===== src/rtl/spi_eng_pkg.sv =====
package spi_eng_pkg;
    localparam int FIFO_DEPTH = 8;
    localparam int PTR_W      = $clog2(FIFO_DEPTH);
    localparam int CNT_W      = PTR_W + 1;
    localparam int ADDR_W     = 4;

    localparam logic [ADDR_W-1:0] OFS_OPCODE = 4'h0;
    localparam logic [ADDR_W-1:0] OFS_COUNT  = 4'h1;
    localparam logic [ADDR_W-1:0] OFS_CTRL   = 4'h2;
    localparam logic [ADDR_W-1:0] OFS_DATA   = 4'hC;
    localparam logic [ADDR_W-1:0] OFS_PTR    = 4'hD;

    localparam int GO_BIT     = 0;
    localparam int REWIND_BIT = 4;

    typedef enum logic [1:0] {
        SH_IDLE  = 2'd0,
        SH_SHIFT = 2'd1,
        SH_TAIL  = 2'd2
    } sh_state_e;

    // limit a 4-bit count field to the store depth
    function automatic logic [CNT_W-1:0] limit_cnt(input logic [3:0] raw);
        if (raw > 4'(FIFO_DEPTH)) return CNT_W'(FIFO_DEPTH);
        return CNT_W'(raw);
    endfunction
endpackage


===== src/rtl/spi_eng_fifo.sv =====
module spi_eng_fifo
    import spi_eng_pkg::*;
(
    input  logic             clk,
    input  logic             rst_n,
    input  logic             we,
    input  logic [PTR_W-1:0] widx,
    input  logic [7:0]       wdata,
    input  logic [PTR_W-1:0] ridx_a,
    output logic [7:0]       rdata_a,
    input  logic [PTR_W-1:0] ridx_b,
    output logic [7:0]       rdata_b
);
    logic [FIFO_DEPTH-1:0][7:0] mem_d, mem_q;

    always_comb begin
        mem_d = mem_q;
        for (int i = 0; i < FIFO_DEPTH; i++) begin
            if (we && widx == PTR_W'(i)) mem_d[i] = wdata;
        end
    end

    always_ff @(posedge clk or negedge rst_n) begin
        if (!rst_n) mem_q <= '0;
        else        mem_q <= mem_d;
    end

    assign rdata_a = mem_q[ridx_a];
    assign rdata_b = mem_q[ridx_b];
endmodule


===== src/rtl/spi_eng_shifter.sv =====
module spi_eng_shifter
    import spi_eng_pkg::*;
#(
    parameter int CLK_DIV = 4
) (
    input  logic             clk,
    input  logic             rst_n,
    input  logic             start,
    input  logic [7:0]       opcode,
    input  logic [CNT_W-1:0] tx_n,
    input  logic [CNT_W-1:0] rx_n,
    output logic [PTR_W-1:0] fetch_idx,
    input  logic [7:0]       fetch_data,
    output logic             store_we,
    output logic [PTR_W-1:0] store_idx,
    output logic [7:0]       store_data,
    output logic             busy,
    output logic             sck,
    output logic             cs_n,
    output logic             mosi,
    input  logic             miso
);
    localparam int DIV_W = $clog2(CLK_DIV) + 1;
    localparam int TOT_W = CNT_W + 2;
    localparam logic [DIV_W-1:0] HALF_M1 = DIV_W'(CLK_DIV / 2 - 1);
    localparam logic [DIV_W-1:0] FULL_M1 = DIV_W'(CLK_DIV - 1);

    typedef struct packed {
        sh_state_e        st;
        logic [DIV_W-1:0] div;
        logic             sck;
        logic             cs_n;
        logic [2:0]       bitn;
        logic [TOT_W-1:0] byten;
        logic [7:0]       tx_sr;
        logic [7:0]       rx_sr;
    } sh_t;

    sh_t q, d;
    logic [TOT_W-1:0] tx_ext, last_byte;

    assign tx_ext    = TOT_W'(tx_n);
    assign last_byte = TOT_W'(tx_n) + TOT_W'(rx_n);

    always_comb begin
        d          = q;
        store_we   = 1'b0;
        fetch_idx  = q.byten[PTR_W-1:0];
        store_idx  = q.byten[PTR_W-1:0] - PTR_W'(1);
        store_data = q.rx_sr;
        unique case (q.st)
            SH_IDLE: begin
                if (start) begin
                    d.st    = SH_SHIFT;
                    d.cs_n  = 1'b0;
                    d.sck   = 1'b0;
                    d.div   = '0;
                    d.bitn  = '0;
                    d.byten = '0;
                    d.tx_sr = opcode;
                end
            end
            SH_SHIFT: begin
                if (q.div == HALF_M1) begin
                    d.div = '0;
                    if (!q.sck) begin
                        d.sck   = 1'b1;
                        d.rx_sr = {q.rx_sr[6:0], miso};
                    end else begin
                        d.sck = 1'b0;
                        if (q.bitn == 3'd7) begin
                            store_we = (q.byten > tx_ext);
                            if (q.byten == last_byte) begin
                                d.st    = SH_TAIL;
                                d.tx_sr = '0;
                            end else begin
                                d.byten = q.byten + TOT_W'(1);
                                d.bitn  = '0;
                                d.tx_sr = (q.byten < tx_ext) ? fetch_data : 8'h00;
                            end
                        end else begin
                            d.bitn  = q.bitn + 3'd1;
                            d.tx_sr = {q.tx_sr[6:0], 1'b0};
                        end
                    end
                end else begin
                    d.div = q.div + DIV_W'(1);
                end
            end
            SH_TAIL: begin
                if (q.div == FULL_M1) begin
                    d.st   = SH_IDLE;
                    d.cs_n = 1'b1;
                    d.div  = '0;
                end else begin
                    d.div = q.div + DIV_W'(1);
                end
            end
            default: d.st = SH_IDLE;
        endcase
    end

    always_ff @(posedge clk or negedge rst_n) begin
        if (!rst_n) begin
            q      <= '0;
            q.cs_n <= 1'b1;
        end else begin
            q <= d;
        end
    end

    assign busy = (q.st != SH_IDLE);
    assign sck  = q.sck;
    assign cs_n = q.cs_n;
    assign mosi = q.tx_sr[7];

    AST_CS_HIGH_IDLE:  assert property (@(posedge clk) disable iff (!rst_n) !busy |-> cs_n);
    AST_SCK_IDLE_LOW:  assert property (@(posedge clk) disable iff (!rst_n) cs_n |-> !sck);
    AST_MOSI_AT_RISE:  assert property (@(posedge clk) disable iff (!rst_n) $rose(sck) |-> $stable(mosi));
    AST_STORE_IN_RX:   assert property (@(posedge clk) disable iff (!rst_n) store_we |-> busy && !cs_n);
endmodule


===== src/rtl/spi_cmd_engine.sv =====
module spi_cmd_engine
    import spi_eng_pkg::*;
#(
    parameter int CLK_DIV = 4
) (
    input  logic              clk,
    input  logic              rst_n,
    input  logic [ADDR_W-1:0] bus_addr,
    input  logic              bus_wr,
    input  logic              bus_rd,
    input  logic [7:0]        bus_wdata,
    output logic [7:0]        bus_rdata,
    output logic              spi_sck,
    output logic              spi_cs_n,
    output logic              spi_mosi,
    input  logic              spi_miso
);
    typedef struct packed {
        logic [7:0]       opcode;
        logic [7:0]       count;
        logic [PTR_W-1:0] ptr;
    } regs_t;

    regs_t q, d;

    logic             busy, start, sw_data_wr, sw_data_rd, rewind;
    logic             eng_we, fifo_we;
    logic [PTR_W-1:0] eng_widx, eng_ridx, fifo_widx;
    logic [7:0]       eng_wdata, eng_rdata, fifo_wdata, port_rdata;
    logic [CNT_W-1:0] tx_n, rx_n;

    always_comb begin
        d          = q;
        sw_data_wr = bus_wr && bus_addr == OFS_DATA && !busy;
        sw_data_rd = bus_rd && bus_addr == OFS_DATA;
        rewind     = bus_wr && bus_addr == OFS_CTRL && bus_wdata[REWIND_BIT];
        start      = bus_wr && bus_addr == OFS_CTRL && bus_wdata[GO_BIT] && !busy;
        if (bus_wr && !busy && bus_addr == OFS_OPCODE) d.opcode = bus_wdata;
        if (bus_wr && !busy && bus_addr == OFS_COUNT)  d.count  = bus_wdata;
        if (rewind)                          d.ptr = '0;
        else if (sw_data_wr || sw_data_rd)   d.ptr = q.ptr + PTR_W'(1);
    end

    always_ff @(posedge clk or negedge rst_n) begin
        if (!rst_n) q <= '0;
        else        q <= d;
    end

    assign tx_n       = limit_cnt(q.count[3:0]);
    assign rx_n       = limit_cnt(q.count[7:4]);
    assign fifo_we    = eng_we || sw_data_wr;
    assign fifo_widx  = eng_we ? eng_widx  : q.ptr;
    assign fifo_wdata = eng_we ? eng_wdata : bus_wdata;

    always_comb begin
        unique case (bus_addr)
            OFS_OPCODE: bus_rdata = q.opcode;
            OFS_COUNT:  bus_rdata = q.count;
            OFS_CTRL:   bus_rdata = {7'b0, busy};
            OFS_DATA:   bus_rdata = port_rdata;
            OFS_PTR:    bus_rdata = 8'(q.ptr);
            default:    bus_rdata = 8'h00;
        endcase
    end

    spi_eng_fifo u_fifo (
        .clk     (clk),
        .rst_n   (rst_n),
        .we      (fifo_we),
        .widx    (fifo_widx),
        .wdata   (fifo_wdata),
        .ridx_a  (q.ptr),
        .rdata_a (port_rdata),
        .ridx_b  (eng_ridx),
        .rdata_b (eng_rdata)
    );

    spi_eng_shifter #(.CLK_DIV(CLK_DIV)) u_shift (
        .clk        (clk),
        .rst_n      (rst_n),
        .start      (start),
        .opcode     (q.opcode),
        .tx_n       (tx_n),
        .rx_n       (rx_n),
        .fetch_idx  (eng_ridx),
        .fetch_data (eng_rdata),
        .store_we   (eng_we),
        .store_idx  (eng_widx),
        .store_data (eng_wdata),
        .busy       (busy),
        .sck        (spi_sck),
        .cs_n       (spi_cs_n),
        .mosi       (spi_mosi),
        .miso       (spi_miso)
    );

    AST_REWIND_ZERO:   assert property (@(posedge clk) disable iff (!rst_n) rewind |=> q.ptr == '0);
    AST_GO_SETS_BUSY:  assert property (@(posedge clk) disable iff (!rst_n) start |=> busy);
    AST_OPCODE_LOCKED: assert property (@(posedge clk) disable iff (!rst_n) busy && bus_wr && bus_addr == OFS_OPCODE |=> $stable(q.opcode));
    AST_COUNT_LOCKED:  assert property (@(posedge clk) disable iff (!rst_n) busy && bus_wr && bus_addr == OFS_COUNT |=> $stable(q.count));
    AST_ONE_WRITER:    assert property (@(posedge clk) disable iff (!rst_n) !(eng_we && sw_data_wr));
endmodule


===== config.mk =====
export PLATFORM = sky130hd
export DESIGN_NAME = spi_cmd_engine
export DESIGN_NICKNAME = d
export VERILOG_FILES = /design/src/rtl/spi_eng_pkg.sv /design/src/rtl/spi_eng_fifo.sv /design/src/rtl/spi_eng_shifter.sv /design/src/rtl/spi_cmd_engine.sv
export SDC_FILE = /design/constraint.sdc
export NUM_CORES = 1
export LEC_CHECK = 0
export ABC_AREA = 1
export BUFFER_PORTS_ARGS = -buffer_cell sky130_fd_sc_hd__buf_4
export CELL_PAD_IN_SITES_DETAIL_PLACEMENT = 1
export CELL_PAD_IN_SITES_GLOBAL_PLACEMENT = 2
export CORE_UTILIZATION = 37
export CTS_CLUSTER_DIAMETER = 120
export CTS_CLUSTER_SIZE = 14
export DETAILED_ROUTE_END_ITERATION = 12
export HOLD_SLACK_MARGIN = 0.05
export PLACE_DENSITY_LB_ADDON = 0.08
export SLEW_MARGIN = 10
export SYNTH_ARGS = -nofsm -noshare
export SYNTH_HDL_FRONTEND = slang
export SYNTH_SLANG_ARGS = --single-unit

===== constraint.sdc =====
create_clock -name clk -period 3.5 [get_ports clk]
set_clock_uncertainty 0.1 [all_clocks]
set_input_delay 0.525 -clock clk [delete_from_list [all_inputs] [get_ports clk]]
set_output_delay 0.525 -clock clk [all_outputs]
set_load 0.005 [all_outputs]

Yosys cells after proc, flatten, opt, wreduce, memory -nomap -nowiden
Cells that the tools add are included.
{"block": "totals", "reg_bits": 115, "input_bits": 17, "output_inout_bits": 11, "elab_cells": 138}
{"block": "op_classes", "add_sub_neg": 6, "order_cmp": 6, "eq_ne": 25, "muxes": 44, "bitwise_logic": 1, "reduce_logical": 37}
{"op": "2-to-1 mux 8 bit", "n": 7}
{"op": "binary-select mux 8 bit (select 3 bit)", "n": 2}
{"op": "case mux 8 bit (5 select lines)", "n": 1}
{"op": "case mux 17 bit (2 select lines)", "n": 1}
{"op": "2-to-1 mux 25 bit", "n": 1}
{"op": "2-to-1 mux 24 bit", "n": 1}
{"op": "logical AND 1 bit", "n": 18}
{"op": "2-to-1 mux 3 bit", "n": 6}
{"op": "2-to-1 mux 17 bit", "n": 1}
{"op": "2-to-1 mux 4 bit", "n": 4}
{"op": "equality test 3 bit, second input constant", "n": 5}
{"op": "AND reduction 6 bit", "n": 2}
{"op": "2-to-1 mux 2 bit", "n": 5}
{"op": "!= test 2 x 1 -> 1 bit, second input constant", "n": 5}
{"op": "adder 3 x 1 -> 3 bit, second input constant", "n": 3}
{"op": "equality test 3 x 2 -> 1 bit, second input constant", "n": 3}
{"op": "2-to-1 mux 1 bit", "n": 9}
{"op": "2-to-1 mux 9 bit", "n": 1}
{"op": "case mux 3 bit (3 select lines)", "n": 1}
{"op": "AND reduction 3 bit", "n": 3}
{"op": "equality test 4 bit, second input constant", "n": 2}
{"op": "greater-than comparator 4 bit, second input constant", "n": 2}
{"op": "< comparator 3 x 4 -> 1 bit, second input constant", "n": 2}
{"op": "nonzero test 2 bit", "n": 4}
{"op": "26 further kinds", "n": 30}

Depth between registers and ports, before layout
Gate-level depths: netlist of the first run.
{"block": "logic_depth", "ltp_word": 11, "depth_mapped": 17, "depth_no_buf": 17}

Hierarchy
Synthesis of the first run repeated with hierarchy kept, for this count alone.
{"block": "hier_totals", "hier_cells": 1086, "area_unflattened_um2": 7408.4}
{"mod": "spi_eng_fifo", "instances": 1, "cells_per_inst": 589, "area_per_inst_um2": 3803.6, "seq_area_each_um2": 1601.5}
{"mod": "spi_eng_shifter", "instances": 1, "cells_per_inst": 308, "area_per_inst_um2": 2302.2, "seq_area_each_um2": 802.0}
{"mod": "spi_cmd_engine", "instances": 1, "cells_per_inst": 189, "area_per_inst_um2": 1302.5, "seq_area_each_um2": 475.5}

Least setup slack after synthesis of the first run
OpenSTA, ideal clock, no wires.
{"block": "synth_path", "path_kind": "reg-to-reg", "startpoint": "register u_shift.q (netlist bit u_shift.fetch_idx[0])", "endpoint": "register u_fifo.mem_q[10] in the netlist's numbering", "setup_ns": 0.117, "arrival_ns": 2.281, "required_ns": 3.283, "slack_ns": 1.002, "path_stages_with_launch": 16, "path_buffers": 3, "period_less_slack_ns": 2.498, "path_cell_list": "dfrtp_1 buf_2 clkinv_1 clkbuf_1 ha_1 nand2_1 nor2_2 nor2_8 nand2_2 buf_6 nand2_2 nand2_4 nor2_8 nand2_1 nand2_1 nand2_1"}
{"block": "synth_between", "elab_chain_len": 8, "word_cells_on_any_way": 11, "cone_classes": "add/sub (1); order compare (1); eq/ne (1); mux (6); reduce/logical (2)"}
{"element": "from (decl)", "line_no": "spi_eng_shifter.sv:39", "text": "sh_t q, d;"}
{"element": "greater-than comparator 6 x 4 -> 1 bit", "line_no": "spi_eng_shifter.sv:72", "text": "store_we = (q.byten > tx_ext);"}
{"element": "2-to-1 mux 1 bit", "line_no": "spi_eng_shifter.sv:71", "text": "if (q.bitn == 3'd7) begin"}
{"element": "2-to-1 mux 1 bit", "line_no": "spi_eng_shifter.sv:66", "text": "if (!q.sck) begin"}
{"element": "2-to-1 mux 1 bit", "line_no": "spi_eng_shifter.sv:64", "text": "if (q.div == HALF_M1) begin"}
{"element": "2-to-1 mux 1 bit", "line_no": "spi_eng_shifter.sv:51", "text": "unique case (q.st)"}
{"element": "2-to-1 mux 3 bit", "line_no": "spi_cmd_engine.sv:52", "text": "assign fifo_widx = eng_we ? eng_widx : q.ptr;"}
{"element": "equality test 3 x 1 -> 1 bit", "line_no": "spi_eng_fifo.sv:19", "text": "if (we && widx == PTR_W'(i)) mem_d[i] = wdata;"}
{"element": "logical AND 1 bit", "line_no": "spi_eng_fifo.sv:19"}
{"element": "to (signal assigned)", "line_no": "spi_eng_fifo.sv:25", "text": "else mem_q <= mem_d;"}
{"element": "to (decl)", "line_no": "spi_eng_fifo.sv:14", "text": "logic [FIFO_DEPTH-1:0][7:0] mem_d, mem_q;"}
Several ways; a longest one is shown, not always the timed one.
A chain may end at the register's enable or synchronous reset.

Worst setup path in the final report of the first run
{"block": "layout_path", "startpoint": "register q[0] in the netlist's numbering", "endpoint": "output bus_rdata[5]"}
{"block": "layout_between", "elab_chain_len": 3}
{"element": "from (decl)", "line_no": "spi_cmd_engine.sv:24", "text": "regs_t q, d;"}
{"element": "from (signal assigned)", "line_no": "spi_cmd_engine.sv:45", "text": "if (!rst_n) q <= '0;"}
{"element": "from (signal assigned)", "line_no": "spi_cmd_engine.sv:46", "text": "else q <= d;"}
{"element": "binary-select mux 8 bit (select 3 bit)", "line_no": "spi_eng_fifo.sv:28", "text": "assign rdata_a = mem_q[ridx_a];"}
{"element": "2-to-1 mux 8 bit (not written as such)", "line_no": "spi_eng_fifo.sv:28"}
{"element": "case mux 8 bit (5 select lines)", "line_no": "spi_cmd_engine.sv:56", "text": "unique case (bus_addr)"}
{"element": "to (decl)", "line_no": "spi_cmd_engine.sv:12", "text": "output logic [7:0] bus_rdata,"}
Every way passes these cells. The select of a mux whose other input is x is not followed.

==> results of run 1 <==
==> flip-flops by register name (all words and copies together) (netlist names) <==
signal / cells
u_shift.store_data: 8
u_shift.sck: 1
q: 19
u_shift.cs_n: 1
u_shift.q: 18
u_fifo.mem_q: 64
u_shift.mosi: 1
u_shift.fetch_idx: 3
==> cell families after synthesis <==
kind of cell    count (synthesis)  share of synthesized area
simple gates                  518                     0.3234
flops                         115                     0.4065
buf+inv                       123                    0.07172
fa+ha+maj                      22                    0.03992
xor+xnor                        4                   0.004947
compound gates                184                     0.1535
==> report_power, final <==
| group | switching (mW) | total (mW) | internal, mW |
|---|---|---|---|
| Sequential | 0.281 | 1.95 | 1.67 |
| Combinational | 1.95 | 2.82 | 0.871 |
| Clock | 0.701 | 1.85 | 1.15 |
| Total | 2.94 | 6.63 | 3.69 |
==> cell type report <==
class,instances,share of cell area
repair buffers,43,0.04266
inverters,80,0.03683
flip-flops and latches,115,0.3531
well taps,234,0.03591
clock inverters,14,0.02164
clock buffers,18,0.05386
multi-input cells,728,0.4560
==> layer usage <==
layer | routed length, µm | vias up | GRT usage
li1 | - | 3224 | -
met1 | 11660 | 3381 | 0.3605
met2 | 12670 | 166 | 0.4861
met3 | 1116 | 60 | 0.05470
met4 | 1025 | 2 | 0.1261
met5 | 13 | - | 0
==> how the worst max path moves through the flow <==
stage,startpoint,to,slack (ns),cells past startpoint
floorplan,u_shift.fetch_idx[0],u_fifo.mem_q[10],1.00,15
global placement,q[6],u_fifo.mem_q[27],0.24,16
detailed placement,q[6],u_fifo.mem_q[27],0.12,16
CTS,q[6],u_fifo.mem_q[27],0.12,16
global route,q[6],u_fifo.mem_q[57],0.008,17
finish,q[0],bus_rdata[5],0.19,7
==> what timing repair did <==
action / 4_1_cts / 5_1_grt
setup buffers: 0 / 0
gates resized for setup: 0 / 8
setup endpoints to repair: 0 / 56
endpoints found under the hold margin: 0 / 0
==> cells in the final DEF, fill, tap and decap left out, types with 5 or more instances in the layout <==
cell type	count
dfrtp_1	114
nor2_1	115
nand2_2	14
nand3_1	99
ha_1	21
o21ai_2	7
clkinvlp_4	5
o211ai_1	27
nor2_8	6
o21ai_0	102
nand2_1	257
o221ai_1	7
clkbuf_16	17
buf_4	41
a21oi_1	18
o22ai_1	9
inv_1	73
a21boi_0	7
nand4_1	10
==> worst max-delay path: cells and delay by family (launching register included) <==
| family | cells | cell delay (ns) |
|---|---|---|
| buffers and inverters | 3 | 1.00 |
| AOI/OAI and AO/OA | 4 | 0.90 |
| DFF | 1 | 0.35 |
==> stage by stage <==
stage          instances  hold WS, ns  setup WS, ns
2_1_floorplan        966       0.1294         1.002
3_3_place_gp        1200       0.3573        0.2428
3_5_place_dp        1200       0.3614        0.1244
4_1_cts             1232      0.07394        0.1173
5_1_grt             1232      0.09081      0.008345
6_report            1232      0.03709        0.1906
==> qor.csv, run 1 <==
stage;metric;value;unit
status;status;complete, no violations;
synth;Synth Warn #;0;
sta;Hold Fails Final Rpt;0;
floorplan;die area;0.01970;mm²
critical_path;Worst Reg-to-Reg Cells;17;
critical_path;Crit. End Element;output pin;
synth;top-area cell type share of the netlist area;0.4028;
cts;clock slew at reported path FFs;0.06;ns
cts;worst-case clock buffer depth;2;
synth;Synth Flop Type;dfrtp_1;
pwr;PD cells;812.5;mW/mm²
critical_path;origin of the critical flop-to-flop path;q[6];
critical_path;RR Endpoint;u_fifo.mem_q[36];
synth;post-synth top area cell;dfrtp_1;
cts;CTS buffer count;17;
synth;synthesized area per cell;7.332;µm²
placed_design;IO Port Bufs;27;
drt;post-route ant nets;0;
cts;CTS tree;yes;
final_layout;Filler cells;2329;
cts;hold buffer count at CTS;0;
final_layout;share of layout cells above drive strength 1;0.1212;
critical_path;WS Path Type;reg -> out;
synth;syn nets;1005;
synth;Post-Synthesis Cells;966;
run;Max-cap violations;0;
hold_path;Hold/Removal Path Class;in -> async;
cts;Root Buffer;clkbuf_16;
final_layout;number of diodes;0;
final_layout;fin util;0.4359;
floorplan;I/O pins;28;
critical_path;WP data required;2.87;ns
placed_design;Post-DP HPWL;19070;µm
critical_path;crit-path max FO;15;
critical_path;CP max-delay cell;clkinv_1;
drt;drt wl/cell;21.50;µm
cts;clock sinks;115;
drt;vias per cell;5.546;
sta;Fmax;302.2;MHz
drt;TritonRoute pass-1 iters;5;
sta;TNS Setup;0;ns
global_routing;grt ovf;0;
cts;clock latency at the later pin of the worst-skew pair;0.43;ns
synth;Post-synth EDFFs;0;
sta;Setup-failing EPs final;0;
drt;number of remaining DRC errors;0;
sta;pin slew with the least headroom to its limit;0.7268;ns
synth;#FFs+latches synth;115;
pwr;Static Leakage;4.072;nW
floorplan;initial core utilization;0.3787;
synth;Yosys cell types;41;
critical_path;crit-path max cell delay;0.43;ns
drt;DR iter-0 viols;423;
cts;CTS H-tree lvls;4;
synth;post-synthesis sequential area ratio;0.4065;
synth;Mapped Area;0.007083;mm²
final_layout;NumNets Final;1024;
synth;top post-synthesis cells by area;dfrtp_1 (40%), nand2_1 (14%), o21ai_0 (7.2%);
final_layout;Multi-input gate area;0.003719;mm²
sta;Slew HR;0.5154;
sta;Period minus WS final;3.309;ns
sta;Final Slew Violations;0;
critical_path;Startpoint Class;flip-flop;
critical_path;CP cell instances;clkinv_1, buf_4, o21ai_0, o22ai_1, o211ai_1, o211ai_1, buf_4;
critical_path;Critical Path AT;2.68;ns
drt;Vias;6833;
sta;fin crit share;0.9455;
global_routing;initial antenna violation count;1;
floorplan;Core Rows;50;
global_routing;All-Layer GR Usage;0.2888;
drt;routed wire length;26480;µm
synth;most common cell in the synthesized netlist;nand2_1;
final_layout;Non-Filler Cell Area, Final;0.008154;mm²
pwr;IR drop worst, VDD;0.0003745;V
global_routing;vias in the first global route;7293;
final_layout;storage element area;0.002879;mm²
synth;top cells by count, synth;nand2_1 (264), nor2_1 (115), dfrtp_1 (114);
global_routing;first-pass GRT wire length;42430;µm
global_routing;largest net degree at the start of global routing;69;
placed_design;global placer's final weighted congestion;0.8883;
placed_design;Placed Area;0.007516;mm²
floorplan;core box area;0.01871;mm²
critical_path;worst reg-to-reg setup slack;0.32;ns
synth;share of flip-flops with an asynchronous set or reset;1.000;
floorplan;die width;140.4;µm
final_layout;area delta synth->final;15.12;%
pwr;Total Power;6.625;mW
floorplan;die height;140.4;µm
sta;RSZ-0062 raised after global routing;false;
(Power assumes the default switching activity.)
==> run 2, diff against run 1 <==
--- a/config.mk
+++ b/config.mk
@@ -15,6 +15,7 @@
 export DETAILED_ROUTE_END_ITERATION = 12
 export HOLD_SLACK_MARGIN = 0.05
 export PLACE_DENSITY_LB_ADDON = 0.08
+export REMOVE_ABC_BUFFERS = 1
 export SLEW_MARGIN = 10
 export SYNTH_ARGS = -nofsm -noshare
 export SYNTH_HDL_FRONTEND = slang
==> run 2 against run 1 <==
Utilization grew 0.18 points. Count of clock-buffer cells in the layout grew 4. Sequential power is essentially flat. Flip-flop and latch count is the same. Routed wire length grew 0.94%. Via count grew 1.5%. Global-route usage shrank 0.16 points. Non-clock buffer count grew 7. Clock power is essentially flat. Combinational power is essentially flat. Register-to-register slack lost 0.11 ns. Hold slack gained 0.22 ns. Critical endpoint is now u_fifo.mem_q[50]. Highest routed layer is now met4.
==> qor.csv, run 2 (synthesis gave the netlist of run 1 again) <==
stage;metric;value;unit;change
status;status;complete, no violations;;unchanged
critical_path;crit-path max FO;21;;was 15
floorplan;core box area;0.01871;mm²;unchanged
floorplan;die height;140.4;µm;unchanged
hold_path;Hold/Removal Path Class;in -> reg;;was in -> async
sta;TNS Setup;0;ns;unchanged
final_layout;top flop regs;u_fifo.mem_q (64), q (19), u_shift.q (18);;unchanged
global_routing;All-Layer GR Usage;0.2871;;was 0.2888
global_routing;grt ovf;0;;unchanged
critical_path;RR Endpoint;u_fifo.mem_q[50];;was u_fifo.mem_q[36]
global_routing;largest net degree at the start of global routing;52;;was 69
cts;CTS tree;yes;;unchanged
floorplan;I/O pins;28;;unchanged
final_layout;Most flops, register;u_fifo.mem_q;;unchanged
drt;routed wire length;26730;µm;was 26480 µm
placed_design;dpl cells;1206;;was 1200
drt;drt wl/cell;21.57;µm;was 21.50 µm
critical_path;Startpoint Class;flip-flop;;unchanged
sta;fin crit share;0.9412;;was 0.9455
global_routing;first-pass GRT wire length;42120;µm;was 42430 µm
hold_path;worst hold endpoint;u_shift.store_data[0];;
sta;setup ws final;0.2059;ns;was 0.1906 ns
final_layout;leading cell type in the layout, fill and taps excluded;nand2_1;;unchanged
floorplan;die width;140.4;µm;unchanged
critical_path;CP max-delay cell;nand2_1;;was clkinv_1
pwr;PD cells;816.8;mW/mm²;was 812.5 mW/mm²
run;Max-cap violations;0;;unchanged
global_routing;initial antenna violation count;0;;was 1
sta;pin slew with the least headroom to its limit;0.6295;ns;was 0.7268 ns
pwr;Static Leakage;4.113;nW;was 4.072 nW
floorplan;initial core utilization;0.3787;;unchanged
floorplan;die area;0.01970;mm²;unchanged
sta;Period minus WS final;3.294;ns;was 3.309 ns
drt;number of remaining DRC errors;0;;unchanged
critical_path;origin of the critical flop-to-flop path;q[6];;unchanged
drt;post-route ant nets;0;;unchanged
sta;Slew HR;0.5793;;was 0.5154
placed_design;global placer's final weighted congestion;0.8491;;was 0.8883
final_layout;number of diodes;0;;unchanged
hold_path;HP Start;spi_miso;;
sta;RSZ-0062 raised after global routing;false;;unchanged
drt;vias per cell;5.596;;was 5.546
pwr;IR drop worst, VDD;0.0004034;V;was 0.0003745 V
final_layout;highest-count cells in the layout ignoring fill and taps;nand2_1 (262), nor2_1 (115), dfrtp_1 (114), o21ai_0 (102), nand3_1 (99);;was nand2_1 (257), nor2_1 (115), dfrtp_1 (114), o21ai_0 (102), nand3_1 (99)
cts;CTS buffer count;17;;unchanged
cts;clock latency at the later pin of the worst-skew pair;0.43;ns;about the same
critical_path;WP data required;3.71;ns;was 2.87 ns
cts;CTS H-tree lvls;4;;unchanged
final_layout;fin cells;1239;;was 1232
critical_path;most used cell along the critical path;nand2_1;;
drt;DR iter-0 viols;474;;was 423
placed_design;Post-DP HPWL;18970;µm;was 19070 µm
final_layout;Largest register FFs;64;;unchanged
floorplan;Core Rows;50;;unchanged
final_layout;share of layout cells above drive strength 1;0.1184;;was 0.1212
drt;Vias;6934;;was 6833
critical_path;CP cell instances;inv_1, a21oi_1, nor2_1, inv_1, ha_1, inv_1, o21bai_1, nand2_2, nand2_4, nand2_2, buf_4, nand2_1, nand2_2, nor2_8, nand2_1, nand2_1, nand2_1;;was clkinv_1, buf_4, o21ai_0, o22ai_1, o211ai_1, o211ai_1, buf_4
placed_design;dpl ws;-0.06653;ns;was 0.1244 ns
final_layout;NumNets Final;1031;;was 1024
final_layout;fin util;0.4377;;was 0.4359
cts;clock slew at reported path FFs;0.06;ns;about the same
critical_path;Crit. End Element;flip-flop;;was output pin
critical_path;Worst Reg-to-Reg Cells;17;;unchanged
cts;worst-case clock buffer depth;2;;unchanged
sta;Setup-failing EPs final;0;;unchanged
critical_path;worst reg-to-reg setup slack;0.21;ns;was 0.32 ns
final_layout;area delta synth->final;15.60;%;was 15.12%
critical_path;WS Path Type;reg -> reg;;was reg -> out
cts;clock sinks;115;;unchanged
sta;Final Slew Violations;0;;unchanged
sta;Fmax;303.6;MHz;was 302.2 MHz
critical_path;crit-path max cell delay;0.42;ns;was 0.43 ns
drt;TritonRoute pass-1 iters;5;;unchanged
cts;Root Buffer;clkbuf_16;;unchanged
global_routing;vias in the first global route;7276;;was 7293
placed_design;IO Port Bufs;27;;unchanged
sta;Hold Fails Final Rpt;0;;unchanged
hold_path;Hold Path Stages;3;;
critical_path;Critical Path AT;3.50;ns;was 2.68 ns
## run 2: cell types whose count changed in the layout (fill, tap and decap cells not counted), moves of 3 or more
cell,before,now
nand2_1,257,262
nand2_2,14,9
buf_4,41,48
clkbuf_1,0,3
clkinv_2,1,4
inv_6,4,0
clkinvlp_4,5,2
## run 2: per-layer routing
metal | part of all wire | up-vias | track usage
li1 | - | 3236 | -
met2 | 0.48 | 188 | 0.4939
met4 | 0.031 | 0 | 0.1116
met5 | 0 | - | 0
met1 | 0.43 | 3458 | 0.3541
met3 | 0.053 | 52 | 0.05538
## run 2: worst max-delay path by stage
stage | start | endpoint | slack (ns) | cells after the start
CTS | q[6] | u_fifo.mem_q[39] | 0.19 | 17
global route | q[6] | u_fifo.mem_q[50] | 0.04 | 17
floorplan | u_shift.fetch_idx[0] | u_fifo.mem_q[0] | -0.66 | 12
detailed placement | q[6] | u_fifo.mem_q[24] | -0.07 | 16
finish | q[6] | u_fifo.mem_q[50] | 0.21 | 17
global placement | q[6] | u_fifo.mem_q[1] | 0.05 | 16
## run 2: area by class of cell
cell class | instances | area, µm²
Multi-Input combinational cell | 728 | 3706
Tap cell | 234 | 292.8
Fill cell | 2323 | 10520
Clock buffer | 22 | 464.2
Inverter | 80 | 300.3
Clock inverter | 10 | 155.1
Timing Repair Buffer | 50 | 390.4
Sequential cell | 115 | 2879
## run 2: metrics by stage
step / instance area [µm²] / hold WS [ns] / power, mW
2_1_floorplan: 6875 / 0.1294 / 3.709
3_3_place_gp: 7548 / 0.3588 / 4.685
3_5_place_dp: 7548 / 0.3626 / 4.809
4_1_cts: 8183 / 0.2509 / 6.727
5_1_grt: 8188 / 0.2627 / 7.155
6_report: 8188 / 0.2577 / 6.688
## run 2: power by group
group	internal (mW)	switching (mW)
clock network	1.22	0.651
registers	1.67	0.303
logic	0.883	1.95
total	3.78	2.91
## run 2: timing repair
item                       4_1_cts  5_1_grt
hold endpoints to repair        37        0
gates resized for setup          1        2
setup endpoints to repair       18       11
hold buffers                     1        0
buffers inserted                 0        0
## run 2: worst max-delay path, delay by kind of cell, from the launching register on
family / cells / cell delay (ns)
buffers and inverters: 4 / 0.51
DFF: 1 / 0.41
AOI/OAI and AO/OA: 2 / 0.21
and+or+nand+nor: 10 / 1.64
adders and majority gates: 1 / 0.31
==> run 3, diff against run 2 <==
--- a/config.mk
+++ b/config.mk
@@ -14,7 +14,7 @@
 export CTS_CLUSTER_SIZE = 14
 export DETAILED_ROUTE_END_ITERATION = 12
 export HOLD_SLACK_MARGIN = 0.05
-export PLACE_DENSITY_LB_ADDON = 0.08
+export PLACE_DENSITY_LB_ADDON = 0.1
 export REMOVE_ABC_BUFFERS = 1
 export SLEW_MARGIN = 10
 export SYNTH_ARGS = -nofsm -noshare
==> run 3 against run 2 <==
Final area fell by 0.81%. Hold slack worse by 0.13 ns. Critical path depth unchanged. Critical endpoint is now u_fifo.mem_q[7]. Largest power group unchanged. Highest routed layer is now met5.
==> qor.csv, run 3 (synthesis gave the netlist of run 1 again) <==
stage;metric;value;unit;change
status;status;complete, no violations;;unchanged
critical_path;WS Path Type;reg -> reg;;unchanged
final_layout;leading cell type in the layout, fill and taps excluded;nand2_1;;unchanged
critical_path;Worst Reg-to-Reg Cells;17;;unchanged
final_layout;fin cells;1231;;was 1239
placed_design;global placer's final weighted congestion;0.8645;;was 0.8491
sta;RSZ-0062 raised after global routing;true;;was false
run;Max-cap violations;0;;unchanged
critical_path;Startpoint Class;flip-flop;;unchanged
sta;final hold slack;0.1252;ns;was 0.2577 ns
cts;CTS H-tree lvls;4;;unchanged
final_layout;Most flops, register;u_fifo.mem_q;;unchanged
drt;Vias;6884;;was 6934
final_layout;NumNets Final;1023;;was 1031
final_layout;Multi-input gate area;0.003701;mm²;was 0.003706 mm²
critical_path;Critical Path AT;3.57;ns;was 3.50 ns
drt;number of remaining DRC errors;0;;unchanged
global_routing;initial antenna violation count;1;;was 0
critical_path;CP cell instances;inv_1, a21oi_1, nor2_1, inv_1, ha_1, inv_1, o21bai_1, nand2_2, nand2_4, nand2_2, buf_4, nand2_1, nand2_2, nor2_8, nand2_1, nand2_1, nand2_1;;unchanged
critical_path;origin of the critical flop-to-flop path;q[6];;unchanged
global_routing;grt ovf;0;;unchanged
floorplan;I/O pins;28;;unchanged
final_layout;Largest register FFs;64;;unchanged
critical_path;crit-path max FO;21;;unchanged
critical_path;worst path bufs/invs;4;;unchanged
drt;post-route ant nets;0;;unchanged
sta;setup ws final;0.1292;ns;was 0.2059 ns
cts;Root Buffer;clkbuf_16;;unchanged
drt;vias per cell;5.592;;was 5.596
sta;Period minus WS final;3.371;ns;was 3.294 ns
sta;fin crit share;0.9631;;was 0.9412
final_layout;Filler cells;2350;;was 2323
floorplan;Core Rows;50;;unchanged
cts;worst-case clock buffer depth;2;;unchanged
floorplan;die height;140.4;µm;unchanged
drt;TritonRoute pass-1 iters;5;;unchanged
final_layout;Non-Filler Cell Area, Final;0.008122;mm²;was 0.008188 mm²
placed_design;dpl cells;1199;;was 1206
hold_path;Hold/Removal Path Class;in -> async;;was in -> reg
cts;CTS tree;yes;;unchanged
sta;pin slew with the least headroom to its limit;0.9395;ns;was 0.6295 ns
final_layout;highest-count cells in the layout ignoring fill and taps;nand2_1 (263), nor2_1 (115), dfrtp_1 (113), o21ai_0 (102), nand3_1 (99);;was nand2_1 (262), nor2_1 (115), dfrtp_1 (114), o21ai_0 (102), nand3_1 (99)
critical_path;family with the most delay on the worst path;simple AND/OR/NAND/NOR gates;;unchanged
pwr;PD cells;813.3;mW/mm²;was 816.8 mW/mm²
placed_design;Placed Area;0.007496;mm²;was 0.007548 mm²
floorplan;die width;140.4;µm;unchanged
sta;Hold Fails Final Rpt;0;;unchanged
global_routing;All-Layer GR Usage;0.2867;;was 0.2871
floorplan;initial core utilization;0.3787;;unchanged
final_layout;storage element area;0.002880;mm²;was 0.002879 mm²
critical_path;RR Endpoint;u_fifo.mem_q[7];;was u_fifo.mem_q[50]
critical_path;crit-path max cell delay;0.42;ns;about the same
placed_design;dpl ws;0.1419;ns;was -0.06653 ns
final_layout;fin util;0.4342;;was 0.4377
drt;drt wl/cell;21.54;µm;was 21.57 µm
cts;clock slew at reported path FFs;0.06;ns;about the same
global_routing;vias in the first global route;7347;;was 7276
sta;Fmax;296.7;MHz;was 303.6 MHz
critical_path;worst reg-to-reg setup slack;0.13;ns;was 0.21 ns
global_routing;largest net degree at the start of global routing;67;;was 52
floorplan;die area;0.01970;mm²;unchanged
final_layout;area delta synth->final;14.66;%;was 15.60%
critical_path;WP data required;3.70;ns;was 3.71 ns
sta;Final Slew Violations;0;;unchanged
pwr;Static Leakage;4.065;nW;was 4.113 nW
final_layout;number of diodes;0;;unchanged
cts;CTS buffer count;17;;unchanged
sta;Setup-failing EPs final;0;;unchanged
sta;Slew HR;0.3736;;was 0.5793
drt;routed wire length;26510;µm;was 26730 µm
placed_design;IO Port Bufs;27;;unchanged
cts;hold buffer count at CTS;0;;was 1
final_layout;top flop regs;u_fifo.mem_q (64), q (19), u_shift.q (18);;unchanged
critical_path;critical path launch point;q[6];;unchanged
floorplan;core box area;0.01871;mm²;unchanged
global_routing;first-pass GRT wire length;42460;µm;was 42120 µm
critical_path;CP max-delay cell;nand2_1;;unchanged
critical_path;most used cell along the critical path;nand2_1;;unchanged
final_layout;share of layout cells above drive strength 1;0.1163;;was 0.1184
pwr;IR drop worst, VDD;0.0003179;V;was 0.0004034 V
cts;clock sinks;115;;unchanged
critical_path;Crit. End Element;flip-flop;;unchanged
placed_design;Post-DP HPWL;18810;µm;was 18970 µm
cts;clock latency at the later pin of the worst-skew pair;0.42;ns;was 0.43 ns
drt;DR iter-0 viols;560;;was 474
## run 3: area by class of cell
cell class,instances,share of cell area
Clock inverter,12,0.01880
Clock buffer,20,0.05746
Tap cell,234,0.03605
Timing Repair Buffer,42,0.04036
Sequential cell,115,0.3546
Inverter,80,0.03697
Multi-Input combinational cell,728,0.4557
## run 3: metrics by stage
stage	power (mW)	setup TNS [ns]
finish	6.605	0
global route	7.082	-3.762
CTS	6.634	0
detailed placement	4.768	0
global placement	4.640	0
floorplan	3.709	-26.50
## run 3: where the power goes
| part | switching [mW] | internal [mW] | total [mW] |
|---|---|---|---|
| registers | 0.327 | 1.67 | 2.00 |
| clock network | 0.670 | 1.18 | 1.85 |
| logic | 1.90 | 0.857 | 2.76 |
## run 3: worst max-delay path by stage
stage / depth (start not counted) / endpoint / slack [ns]
after floorplan: 12 / u_fifo.mem_q[0] / -0.66
after global placement: 17 / u_fifo.mem_q[46] / 0.27
after detailed placement: 17 / u_fifo.mem_q[47] / 0.14
after CTS: 7 / bus_rdata[2] / 0.08
after global routing: 17 / u_fifo.mem_q[47] / -0.14
final: 17 / u_fifo.mem_q[7] / 0.13
## run 3: metal layers
metal | global-route usage | routed length (µm)
met1 | 0.3687 | 11680
met2 | 0.4787 | 12810
met3 | 0.05333 | 1186
met4 | 0.1058 | 814
met5 | 0 | 13
## run 3: timing repair
action,4_1_cts,5_1_grt
endpoints found under the setup margin,0,63
setup buffers,0,0
gates resized for setup,0,3
## run 3: worst register-to-register path, cell delays in order (launching register included)
cell,delay (ns)
dfrtp_1,0.41
inv_1,0.14
a21oi_1,0.07
nor2_1,0.16
inv_1,0.11
ha_1,0.31
inv_1,0.04
o21bai_1,0.15
nand2_2,0.11
nand2_4,0.12
nand2_2,0.07
buf_4,0.23
nand2_1,0.10
nand2_2,0.13
nor2_8,0.35
nand2_1,0.42
nand2_1,0.18
nand2_1,0.07
